===== config.mk =====
export PLATFORM = sky130hd
export DESIGN_NAME = xmem_ctrl
export DESIGN_NICKNAME = d
export VERILOG_FILES = /design/src/rtl/xmem_pkg.sv /design/src/rtl/xmem_cfg_bank.sv /design/src/rtl/xmem_wait_calc.sv /design/src/rtl/xmem_seq.sv /design/src/rtl/xmem_ctrl.sv
export SDC_FILE = /design/constraint.sdc
export NUM_CORES = 1
export LEC_CHECK = 0
export BUFFER_PORTS_ARGS = -buffer_cell sky130_fd_sc_hd__buf_4
export CAP_MARGIN = 20
export CORE_AREA = 2 2 162 164
export DETAILED_ROUTE_END_ITERATION = 10
export DIE_AREA = 0 0 164 166
export GPL_TIMING_DRIVEN = 0
export SYNTH_ARGS = -nofsm -noshare
export SYNTH_HDL_FRONTEND = slang
export SYNTH_SLANG_ARGS = --single-unit

===== constraint.sdc =====
create_clock -name clk -period 2 [get_ports clk]
set_input_delay 0.3 -clock clk [delete_from_list [all_inputs] [get_ports clk]]
set_output_delay 0.3 -clock clk [all_outputs]
set_load 0.1 [all_outputs]

===== src/rtl/xmem_pkg.sv =====
package xmem_pkg;
    localparam int CFG_W  = 8;
    localparam int WAIT_W = 4;
    localparam int KEY_W  = 16;
    localparam logic [CFG_W-1:0] CFG_RST    = 8'hF2;
    localparam logic [KEY_W-1:0] UNLOCK_KEY = 16'hA05F;

    // field layout of one region register: wait[7:4] sync[3] wen[2] width[1:0]
    typedef struct packed {
        logic [WAIT_W-1:0] wait_code;
        logic              sync;
        logic              wen;
        logic [1:0]        width;
    } cfg_t;

    function automatic logic [1:0] eff_width(input logic [1:0] code);
        return (code == 2'b11) ? 2'b10 : code;
    endfunction
endpackage


===== src/rtl/xmem_cfg_bank.sv =====
module xmem_cfg_bank
    import xmem_pkg::*;
#(
    parameter int NUM_CS   = 4,
    parameter int CFG_AW   = 6,
    parameter int LOCK_OFF = 32
) (
    input  logic                  clk,
    input  logic                  rst_n,
    input  logic                  cfg_wr,
    input  logic [CFG_AW-1:0]     cfg_addr,
    input  logic [KEY_W-1:0]      cfg_wdata,
    output logic [KEY_W-1:0]      cfg_rdata,
    output cfg_t [NUM_CS-1:0]     cfg_out
);
    typedef struct packed {
        cfg_t [NUM_CS-1:0] regs;
        logic              unlocked;
    } bank_t;

    bank_t d, q;
    logic [NUM_CS-1:0] sel;
    logic              lock_hit;

    for (genvar i = 0; i < NUM_CS; i++) begin : g_dec
        assign sel[i] = (cfg_addr == CFG_AW'(i * 4));
    end
    assign lock_hit = (cfg_addr == CFG_AW'(LOCK_OFF));

    always_comb begin
        d = q;
        if (cfg_wr && lock_hit) begin
            d.unlocked = (cfg_wdata == UNLOCK_KEY);
        end
        for (int i = 0; i < NUM_CS; i++) begin
            if (cfg_wr && sel[i] && q.unlocked) begin
                d.regs[i] = cfg_t'(cfg_wdata[CFG_W-1:0]);
            end
        end
    end

    always_ff @(posedge clk or negedge rst_n) begin
        if (!rst_n) begin
            q <= {{NUM_CS{CFG_RST}}, 1'b0};
        end else begin
            q <= d;
        end
    end

    always_comb begin
        cfg_rdata = '0;
        for (int i = 0; i < NUM_CS; i++) begin
            if (sel[i]) cfg_rdata = {{(KEY_W-CFG_W){1'b0}}, q.regs[i]};
        end
        if (lock_hit) cfg_rdata = {{(KEY_W-1){1'b0}}, q.unlocked};
    end

    assign cfg_out = q.regs;
endmodule


===== src/rtl/xmem_wait_calc.sv =====
module xmem_wait_calc
    import xmem_pkg::*;
#(
    parameter int MAX_CYC = 16,
    parameter int CNT_W   = $clog2(MAX_CYC + 1)
) (
    input  logic [WAIT_W-1:0] code,
    output logic [CNT_W-1:0]  cycles
);
    int unsigned raw;

    always_comb begin
        raw    = 32'(code) + 32'd2;
        cycles = (raw > 32'(MAX_CYC)) ? CNT_W'(MAX_CYC) : CNT_W'(raw);
    end
endmodule


===== src/rtl/xmem_seq.sv =====
module xmem_seq
    import xmem_pkg::*;
#(
    parameter int NUM_CS = 4,
    parameter int ADDR_W = 16,
    parameter int DATA_W = 32,
    parameter int CNT_W  = 5,
    parameter int CS_W   = 2
) (
    input  logic              clk,
    input  logic              rst_n,
    input  logic              req_valid,
    input  logic              req_write,
    input  logic [CS_W-1:0]   req_cs,
    input  logic [ADDR_W-1:0] req_addr,
    input  logic [DATA_W-1:0] req_wdata,
    output logic              req_ready,
    input  cfg_t              sel_cfg,
    input  logic [CNT_W-1:0]  sel_cycles,
    output logic              rsp_valid,
    output logic              rsp_err,
    output logic [DATA_W-1:0] rsp_rdata,
    output logic [1:0]        rsp_width,
    output logic [NUM_CS-1:0] mem_cs_n,
    output logic              mem_oe_n,
    output logic              mem_we_n,
    output logic              mem_sync,
    output logic [ADDR_W-1:0] mem_addr,
    output logic [DATA_W-1:0] mem_wdata,
    input  logic [DATA_W-1:0] mem_rdata
);
    typedef struct packed {
        logic              busy;
        logic [CNT_W-1:0]  cnt;
        logic [CS_W-1:0]   cs;
        logic              write;
        logic [ADDR_W-1:0] addr;
        logic [DATA_W-1:0] wdata;
        logic              sync;
        logic              rsp_valid;
        logic              rsp_err;
        logic [DATA_W-1:0] rsp_rdata;
        logic [1:0]        rsp_width;
    } seq_t;

    seq_t d, q;

    always_comb begin
        d = q;
        d.rsp_valid = 1'b0;
        if (q.busy) begin
            if (q.cnt == '0) begin
                d.busy      = 1'b0;
                d.rsp_valid = 1'b1;
                d.rsp_err   = 1'b0;
                d.rsp_rdata = q.write ? '0 : mem_rdata;
            end else begin
                d.cnt = q.cnt - 1'b1;
            end
        end else if (req_valid) begin
            d.rsp_width = eff_width(sel_cfg.width);
            if (req_write && !sel_cfg.wen) begin
                d.rsp_valid = 1'b1;
                d.rsp_err   = 1'b1;
                d.rsp_rdata = '0;
            end else begin
                d.busy  = 1'b1;
                d.cnt   = sel_cycles - 1'b1;
                d.cs    = req_cs;
                d.write = req_write;
                d.addr  = req_addr;
                d.wdata = req_wdata;
                d.sync  = sel_cfg.sync;
            end
        end
    end

    always_ff @(posedge clk or negedge rst_n) begin
        if (!rst_n) begin
            q <= '0;
        end else begin
            q <= d;
        end
    end

    for (genvar i = 0; i < NUM_CS; i++) begin : g_cs
        assign mem_cs_n[i] = !(q.busy && (q.cs == CS_W'(i)));
    end

    assign req_ready = !q.busy;
    assign mem_oe_n  = !(q.busy && !q.write);
    assign mem_we_n  = !(q.busy && q.write);
    assign mem_sync  = q.busy && q.sync;
    assign mem_addr  = q.addr;
    assign mem_wdata = q.wdata;
    assign rsp_valid = q.rsp_valid;
    assign rsp_err   = q.rsp_err;
    assign rsp_rdata = q.rsp_rdata;
    assign rsp_width = q.rsp_width;
endmodule


===== src/rtl/xmem_ctrl.sv =====
module xmem_ctrl
    import xmem_pkg::*;
#(
    parameter int NUM_CS   = 4,
    parameter int ADDR_W   = 16,
    parameter int DATA_W   = 32,
    parameter int MAX_CYC  = 16,
    parameter int CFG_AW   = 6,
    parameter int LOCK_OFF = 32,
    localparam int CS_W    = $clog2(NUM_CS),
    localparam int CNT_W   = $clog2(MAX_CYC + 1)
) (
    input  logic              clk,
    input  logic              rst_n,
    input  logic              cfg_wr,
    input  logic [CFG_AW-1:0] cfg_addr,
    input  logic [15:0]       cfg_wdata,
    output logic [15:0]       cfg_rdata,
    input  logic              req_valid,
    input  logic              req_write,
    input  logic [CS_W-1:0]   req_cs,
    input  logic [ADDR_W-1:0] req_addr,
    input  logic [DATA_W-1:0] req_wdata,
    output logic              req_ready,
    output logic              rsp_valid,
    output logic              rsp_err,
    output logic [DATA_W-1:0] rsp_rdata,
    output logic [1:0]        rsp_width,
    output logic [NUM_CS-1:0] mem_cs_n,
    output logic              mem_oe_n,
    output logic              mem_we_n,
    output logic              mem_sync,
    output logic [ADDR_W-1:0] mem_addr,
    output logic [DATA_W-1:0] mem_wdata,
    input  logic [DATA_W-1:0] mem_rdata
);
    cfg_t [NUM_CS-1:0] cfg_all;
    cfg_t              sel_cfg;
    logic [CNT_W-1:0]  sel_cycles;

    xmem_cfg_bank #(
        .NUM_CS(NUM_CS), .CFG_AW(CFG_AW), .LOCK_OFF(LOCK_OFF)
    ) u_bank (
        .clk(clk), .rst_n(rst_n), .cfg_wr(cfg_wr), .cfg_addr(cfg_addr),
        .cfg_wdata(cfg_wdata), .cfg_rdata(cfg_rdata), .cfg_out(cfg_all)
    );

    assign sel_cfg = cfg_all[req_cs];

    xmem_wait_calc #(.MAX_CYC(MAX_CYC), .CNT_W(CNT_W)) u_wait (
        .code(sel_cfg.wait_code), .cycles(sel_cycles)
    );

    xmem_seq #(
        .NUM_CS(NUM_CS), .ADDR_W(ADDR_W), .DATA_W(DATA_W),
        .CNT_W(CNT_W), .CS_W(CS_W)
    ) u_seq (
        .clk(clk), .rst_n(rst_n),
        .req_valid(req_valid), .req_write(req_write), .req_cs(req_cs),
        .req_addr(req_addr), .req_wdata(req_wdata), .req_ready(req_ready),
        .sel_cfg(sel_cfg), .sel_cycles(sel_cycles),
        .rsp_valid(rsp_valid), .rsp_err(rsp_err), .rsp_rdata(rsp_rdata),
        .rsp_width(rsp_width),
        .mem_cs_n(mem_cs_n), .mem_oe_n(mem_oe_n), .mem_we_n(mem_we_n),
        .mem_sync(mem_sync), .mem_addr(mem_addr), .mem_wdata(mem_wdata),
        .mem_rdata(mem_rdata)
    );
endmodule


==> results_dict.tcl, run 1 <==
set metrics [dict create \
    critPathLaunchType "flip-flop" \
    worstHoldStart "req_wdata[8]" \
    r2r_cells 7 \
    synth_compound_area_share_pct 8.077 \
    synth_xor_area_share_pct 0.2778 \
    hold_viol 0 \
    routed_wl_mm 17.76 \
    dominantRegCellSynth "dfrtp_1" \
    cts_buffers 17 \
    ys_ff_latch 127 \
    synth_top_family_by_area "simple AND/OR/NAND/NOR gates" \
    setup_viol 9 \
    r2r-end "u_seq.q[91]" \
    clk_pin_slew_ns 0.06 \
    min_period_ns 2.075 \
    synthArstFlopShare_pct 100.0 \
    synth-simple-area-share_pct 16.57 \
    io_buffers 207 \
    maxCapViolations 0 \
    reg2reg_from "u_bank.cfg_out[30]" \
    worst_clock_skew_ns 0.01132 \
    initial_utilization_pct 24.61 \
    period_share_pct 103.8 \
    ant_nets 0 \
    cp-end-kind "flip-flop" \
    ys_types 51 \
    worstSkewPairLatency_ns 0.41 \
    cp_data_required_time_ns 2.27 \
    gp_congestion 0.7436 \
    grt_pass1_wl_mm 27.96 \
    die_w_um 164 \
    root_buffer "clkbuf_16" \
    first_pass_iters 7 \
    hold_depth 3 \
    synth_cells 596 \
    finalMaxSlewViolations 0 \
    synth_top_area_share_pct 42.47 \
    netlist_area_um2 6305 \
    fin_util_pct 36.34 \
    drt-initial-drc-count 346 \
    synthTopCellsByArea "dfrtp_1, buf_4, nand2_1" \
    vias_per_cell 4.240 \
    yosys.area.top_type "dfrtp_1" \
    drive_above_1_share_pct 53.03 \
    dp.cells 1146 \
    rsz0062_at_grt "yes" \
    grt_overflow 0 \
    ios 217 \
    slew_headroom_pct 65.02 \
    antenna_cells 0 \
    die_area_um2 27220 \
    grt_pass1_vias 5145 \
    htree_levels 4 \
    worstMarginPinSlew_ns 0.5246 \
    synth_fa_ha_area_share_pct 0.5954 \
    cts_tree "yes" \
    cts_buffer_depth 2 \
    rows 59 \
    wl_per_cell_um 14.89 \
    fillers 2625 \
    grtUsageTotal_pct 13.16 \
    fp.dieH_um 166 \
    synth.mux.area_fraction_pct 10.12 \
    dpl.hpwl_mm 12.80 \
    violations "setup timing" \
    synth_common_cells "nand2_1, dfrtp_1, buf_4, mux2_2, a22o_1" \
    grt_max_degree 80 \
    synth-edff-count 0 \
    reg2reg_setup_slack_ns -0.08 \
    syn_to_final_growth_pct 47.65 \
    cp.arrival_ns 2.35 \
    final_net_count 957 \
    hold_end "u_seq.mem_wdata[8]" \
    antenna_found_initial 1 \
    fin_cells 1193 \
    status "complete, but fails checks" \
    yosysMostFrequentCell "nand2_1" \
    cp_max_fo 3 \
    hp-class "input port to flip-flop" \
    crit_type "flip-flop to flip-flop" \
    seq_area_frac_synth_pct 50.80 \
    yosys_warnings 0 \
    max_freq_ghz 0.4818 \
    coreArea_um2 25620 \
    cts_sinks 127 \
    setup_slack_ns -0.07537 \
    drc 0 \
    synth_area_per_cell_um2 10.58 \
    num_vias 5058 \
]
-- layout by cell type, fill, tap and decap left out, types with 3 or more instances in the layout --
master      count
buf_2           5
buf_12          9
dfstp_2        20
nand3_1         6
a222oi_1        7
clkbuf_16      17
a22o_1         33
mux2i_1         3
conb_1          8
nand2_1       169
nand3b_1        4
mux4_2          9
clkbuf_2        4
nand2b_1        3
nand2_2         8
nor2_1          7
clkinvlp_4      4
dfrtp_1       107
a21oi_1         6
nor2b_1         7
and3_1          3
buf_4         305
mux2_2         35
clkbuf_1        7
o21ai_0         7
bufinv_16       3
buf_6           7
inv_1           5
-- metrics by stage --
stage	setup TNS [ns]	area, um^2	setup WS, ns	hold slack, ns
detailed placement	-8.651	8374	-0.3920	0.2772
floorplan	-0.02373	6370	-0.02373	0.004409
global route	-0.7835	9309	-0.1391	0.06350
CTS	-0.6000	9239	-0.08195	0.05407
global placement	-8.058	8343	-0.3797	0.4588
finish	-0.2694	9309	-0.07537	0.07439
-- layer usage --
| layer | vias to the layer above | track usage (%) | share of wire, % |
|---|---|---|---|
| li1 | 2436 | - | - |
| met1 | 2428 | 17.79 | 45 |
| met2 | 184 | 20.81 | 47 |
| met5 | - | 0 | 0.10 |
| met4 | 2 | 2.860 | 0.42 |
| met3 | 8 | 3.946 | 7.4 |
-- layout make-up --
cell class	count	area [um^2]	share of cell area [%]
Sequential cell	127	3203	34.41
Multi-Input combinational cell	356	2397	25.75
Timing Repair Buffer	223	1824	19.60
Buffer	114	837.1	8.992
Clock buffer	22	464.2	4.987
Tap cell	335	419.2	4.503
Clock inverter	10	138.9	1.492
Inverter	6	25.02	0.2688
-- cells by family after synthesis --
| kind of cell | count (synthesis) |
|---|---|
| other cells | 1 |
| fa+ha+maj | 3 |
| xor+xnor | 2 |
| compound gates | 62 |
| mux | 48 |
| flops | 127 |
| simple gates | 233 |
| buf+inv | 120 |
-- worst max-delay path by stage --
stage	end	slack, ns	start
2_1_floorplan	u_seq.q[91]	-0.02	req_cs[0]
3_3_place_gp	cfg_rdata[0]	-0.38	cfg_addr[1]
3_5_place_dp	cfg_rdata[0]	-0.39	cfg_addr[1]
4_1_cts	cfg_rdata[3]	-0.08	cfg_addr[0]
5_1_grt	u_seq.q[91]	-0.14	u_bank.cfg_out[21]
6_report	u_seq.q[91]	-0.08	u_bank.cfg_out[30]
-- what timing repair did --
action,in CTS,in global routing
endpoints found under the setup margin,41,31
hold endpoints to repair,48,0
cloned,0,0
hold buffers,1,0
pin swaps,11,6
setup buffers,11,3
resized for setup,39,13
-- registers in the layout (all words and copies together), names as in the netlist --
signal and flops:
u_seq.mem_addr 16, u_seq.rsp_err 1, u_bank.cfg_out 32, u_seq.rsp_width 2, u_seq.rsp_valid 1, u_seq.rsp_rdata 32, u_seq.mem_wdata 32, u_bank.q 1
u_seq.q 10
-- worst max-delay path: stages, from the launching register on --
cell	delay, ns
dfstp_2	0.36
mux4_2	0.54
ha_4	0.30
nor2b_4	0.13
a22o_1	0.16
nand3_1	0.08
a32oi_1	0.23
o221ai_1	0.15
Power of run 1 is left out: the tool's default activity adds up to more than one toggle a clock period on the data nets, which glitch-free logic cannot reach.
==> run 2, diff against run 1 <==
--- a/config.mk
+++ b/config.mk
@@ -7,10 +7,12 @@
 export LEC_CHECK = 0
 export BUFFER_PORTS_ARGS = -buffer_cell sky130_fd_sc_hd__buf_4
 export CAP_MARGIN = 20
-export CORE_AREA = 2 2 162 164
+export CORE_AREA = 2 2 121 123
 export DETAILED_ROUTE_END_ITERATION = 10
-export DIE_AREA = 0 0 164 166
+export DIE_AREA = 0 0 123 125
 export GPL_TIMING_DRIVEN = 0
+export PLACE_DENSITY = 0.76
+export RECOVER_POWER = 100
 export SYNTH_ARGS = -nofsm -noshare
 export SYNTH_HDL_FRONTEND = slang
 export SYNTH_SLANG_ARGS = --single-unit
==> run 2 against run 1 <==
  * The run still ends with setup timing left
  * Wire length shrank 9.3%
  * Critical path depth shrank 1
  * Sequential cell count is the same
  * Register-to-register slack gained 0.02 ns
  * Sequential share of layout area grew 1.7 points
  * Maximum frequency shrank 1.2%
  * Utilization grew 26 points
  * Global-route usage grew 7.8 points
  * Via count shrank 0.36%
  * Non-clock buffer count grew 2
  * Highest routed layer is now met4
==> results_dict.tcl, run 2 (synthesis results as in run 1) <==
set metrics [dict create \
    status "complete, but fails checks" \
    violations "setup timing" \
    cts_tree "yes" \
    reg2reg_from "u_bank.cfg_out[30]" \
    setup_viol 13 \
    drt-initial-drc-count 261 \
    grt_pass1_wl_mm 24.92 \
    htree_levels 4 \
    root_buffer "clkbuf_16" \
    rows 44 \
    setup_slack_ns -0.1010 \
    maxCapViolations 0 \
    grt_use_met2_pct 34.45 \
    cp.arrival_ns 1.80 \
    ios 217 \
    cp-end-kind "output pin" \
    grt-busiest-layer "met2" \
    hold_viol 0 \
    io_buffers 207 \
    met3_usage_pct 6.204 \
    worst_clock_skew_ns 0.007576 \
    antenna_found_initial 0 \
    layout_commonest_cell "buf_4" \
    drc 0 \
    whs_ns 0.07432 \
    rsz0062_at_grt "yes" \
    min_period_ns 2.101 \
    max_freq_ghz 0.4760 \
    antenna_cells 0 \
    drive_above_1_share_pct 53.14 \
    dp.cells 995 \
    finalMaxSlewViolations 0 \
    post-place-ws_ns -0.3252 \
    dpl.hpwl_mm 11.18 \
    initial_utilization_pct 44.39 \
    cts_buffers 17 \
    grt_overflow 0 \
    coreArea_um2 14200 \
    num_vias 5040 \
    cts_buffer_depth 2 \
    tns_ns -0.6688 \
    worstSkewPairLatency_ns 0.41 \
    vias_per_cell 4.828 \
    fp.dieH_um 125 \
    grt_pass1_vias 4947 \
    worstSetupStartpoint "cfg_addr[3]" \
    gp_congestion 0.8178 \
    first_pass_iters 7 \
    slew_headroom_pct 45.17 \
    crit_type "input port to output pin" \
    syn_to_final_growth_pct 40.84 \
    fin_cells 1044 \
    layout_common_cells "buf_4, nand2_1, dfrtp_1, clkbuf_2, mux2_2" \
    grtUsageTotal_pct 20.99 \
    ant_nets 0 \
    worstHoldStart "req_wdata[21]" \
    cts_sinks 127 \
    cp_max_fo 3 \
    final_net_count 959 \
    cp_data_required_time_ns 1.70 \
    met1_usage_pct 26.10 \
    wl_per_cell_um 15.43 \
    worstMarginPinSlew_ns 0.8225 \
    die_w_um 123 \
    clk_pin_slew_ns 0.06 \
    period_share_pct 105.0 \
    routed_wl_mm 16.10 \
    die_area_um2 15380 \
    critPathLaunchType "input port" \
    hp-class "input port to flip-flop" \
    grt_max_degree 98 \
]
[run 2: changes by cell type in the layout (fill, tap and decap cells not counted), moves of 2 or more]
| cell | delta |
|---|---|
| clkinv_2 | +3 |
| clkbuf_8 | -2 |
| buf_6 | -4 |
| buf_4 | -86 |
| clkbuf_4 | +2 |
| clkbuf_1 | -2 |
| clkbuf_2 | +89 |
[run 2: cell type report]
class	instances	area, um^2
Buffer	114	817.0
Clock buffer	17	425.4
Clock inverter	15	170.2
Fill cell	1248	5324
Inverter	6	25.02
Multi-Input combinational cell	356	2391
Sequential cell	127	3203
Tap cell	184	230.2
Timing Repair Buffer	225	1618
[run 2: critical path, stage by stage]
cell     delay [ns]
buf_6          0.09
or4_1          0.59
nor3_4         0.25
a221o_1        0.22
mux2_4         0.17
buf_12         0.17
[run 2: per-layer routing]
layer / share of wire (%) / vias up
li1: - / 2440
met1: 42 / 2412
met2: 49 / 169
met3: 7.4 / 19
met4: 1.7 / 0
met5: 0 / -
[run 2: stage by stage]
| stage | utilization (%) | area [um^2] |
|---|---|---|
| detailed placement | 57.63 | 8185 |
| CTS | 63.59 | 9032 |
| finish | 62.52 | 8880 |
| global route | 62.52 | 8880 |
| floorplan | - | 6370 |
| global placement | 57.41 | 8154 |
[run 2: worst paths after layout]
check | endpoint | slack, ns | cells past startpoint
min reg2reg | u_seq.mem_addr[12] | 0.47 | 2
max | cfg_rdata[0] | -0.10 | 6
max in group asynchronous | u_bank.cfg_out[23] | 0.52 | 3
max reg2reg | u_seq.q[91] | -0.06 | 7
min in group asynchronous | u_seq.rsp_rdata[5] | 0.53 | 2
min | u_seq.mem_wdata[21] | 0.07 | 3
[run 2: what timing repair did]
action,in CTS,in global routing
pin swaps,9,5
endpoints found under the setup margin,41,42
resized for setup,38,17
hold buffers,1,0
endpoints found under the hold margin,30,0
setup buffers,11,5
Power of run 2 is left out for the same reason.
==> run 3, diff against run 2 <==
--- a/config.mk
+++ b/config.mk
@@ -13,6 +13,7 @@
 export GPL_TIMING_DRIVEN = 0
 export PLACE_DENSITY = 0.76
 export RECOVER_POWER = 100
+export SKIP_CTS_REPAIR_TIMING = 1
 export SYNTH_ARGS = -nofsm -noshare
 export SYNTH_HDL_FRONTEND = slang
 export SYNTH_SLANG_ARGS = --single-unit
==> run 3 against run 2 <==
  * Die area unchanged
  * First-iteration DRC count increased by 3.8%
  * Critical path depth increased by 1
  * Worst setup slack got worse by 0.0067 ns
  * Worst hold slack improved by 0.0014 ns
  * Sequential cell count unchanged
  * The run still ends with setup timing left
  * Non-clock buffer count decreased by 7
  * Wire length decreased by 1.6%
  * Cell area decreased by 0.48%
  * Final cell count decreased by 0.67%
==> results_dict.tcl, run 3 (synthesis results as in run 1) <==
set metrics [dict create \
    vias_per_cell 4.851 \
    crit_type "flip-flop to flip-flop" \
    worstSkewPairLatency_ns 0.41 \
    reg2reg_setup_slack_ns -0.11 \
    hold_viol 0 \
    worst_clock_skew_ns 0.006180 \
    grt_pass1_wl_mm 24.19 \
    htree_levels 4 \
    r2r-end "u_seq.q[91]" \
    setup_slack_ns -0.1077 \
    cp_max_fo 5 \
    max_freq_ghz 0.4745 \
    gp_congestion 0.8178 \
    root_buffer "clkbuf_16" \
    routed_wl_mm 15.85 \
    num_vias 5030 \
    maxCapViolations 0 \
    grt_max_degree 98 \
    cp.arrival_ns 2.39 \
    cts_sinks 127 \
    violations "setup timing" \
    r2r_cells 7 \
    fp.dieH_um 125 \
    die_area_um2 15380 \
    ant_nets 0 \
    slew_headroom_pct 45.20 \
    cts_buffer_depth 2 \
    first_pass_iters 7 \
    syn_to_final_growth_pct 40.17 \
    worstHoldStart "req_wdata[21]" \
    finalMaxSlewViolations 0 \
    reg2reg_from "u_bank.cfg_out[29]" \
    layout_commonest_cell "buf_4" \
    drc 0 \
    wl_per_cell_um 15.28 \
    hold_end "u_seq.mem_wdata[21]" \
    grtUsageTotal_pct 20.36 \
    cts_buffers 17 \
    worstMarginPinSlew_ns 0.8219 \
    drive_above_1_share_pct 52.99 \
    rsz0062_at_grt "yes" \
    ios 217 \
    final_net_count 952 \
    antenna_cells 0 \
    cp_data_required_time_ns 2.28 \
    status "complete, but fails checks" \
    min_period_ns 2.108 \
    critPathLaunchType "flip-flop" \
    die_w_um 123 \
    dpl.hpwl_mm 11.18 \
    grt_pass1_vias 4798 \
    whs_ns 0.07576 \
    setup_viol 10 \
    rows 44 \
    antenna_found_initial 0 \
    cts_tree "yes" \
    clk_pin_slew_ns 0.06 \
    io_buffers 207 \
    initial_utilization_pct 44.39 \
    hold_depth 3 \
    period_share_pct 105.4 \
    cp-end-kind "flip-flop" \
    tns_ns -0.5871 \
    grt_overflow 0 \
    hp-class "input port to flip-flop" \
    drt-initial-drc-count 271 \
    coreArea_um2 14200 \
    layout_common_cells "buf_4, nand2_1, dfrtp_1, clkbuf_2, mux2_2" \
]
-- run 3: changes by cell type in the layout (fill, tap and decap cells not counted), sizes merged --
| cell | before | now |
|---|---|---|
| clkbuf | 117 | 113 |
| buf | 238 | 235 |
-- run 3: layout make-up --
| cell class | count | area, um^2 |
|---|---|---|
| multi-input combinational | 356 | 2391 |
| timing repair buffer | 218 | 1560 |
| inverter | 6 | 25.02 |
| sequential | 127 | 3203 |
| fill | 1241 | 5366 |
| clock buffer | 17 | 425.4 |
| tap | 184 | 230.2 |
| clock inverter | 15 | 170.2 |
| buffer | 114 | 832.0 |
-- run 3: worst max-delay path by stage --
stage | slack [ns] | start | cells after the start | end
global placement | -0.35 | cfg_addr[1] | 6 | cfg_rdata[0]
floorplan | -0.02 | req_cs[0] | 8 | u_seq.q[91]
finish | -0.11 | u_bank.cfg_out[29] | 7 | u_seq.q[91]
global route | -0.16 | u_bank.cfg_out[21] | 7 | u_seq.q[91]
CTS | -0.34 | cfg_addr[1] | 6 | cfg_rdata[0]
detailed placement | -0.33 | cfg_addr[1] | 6 | cfg_rdata[0]
-- run 3: through the flow --
step           utilization [%]  instances  setup slack [ns]  cell area (um^2)
6_report                 62.22       1037           -0.1077              8837
5_1_grt                  62.22       1037           -0.1624              8837
4_1_cts                  61.82       1027           -0.3397              8781
2_1_floorplan                -        603          -0.02373              6370
3_5_place_dp             57.63        995           -0.3252              8185
3_3_place_gp             57.41        994           -0.3523              8154
-- run 3: metal layers --
layer,track usage (%),share of wire [%],vias to the layer above
li1,-,-,2416
met1,25.92,42,2401
met2,32.99,48,188
met3,5.931,7.7,25
met4,7.219,1.9,0
met5,0,0,-
-- run 3: worst max-delay path, cell delays in order (launching register included) --
cell	delay (ns)
dfstp_2	0.38
mux4_2	0.56
ha_4	0.35
nor2b_4	0.05
a22oi_2	0.19
nand2_1	0.09
a32oi_2	0.22
o221ai_1	0.14
Power of run 3 is left out for the same reason.
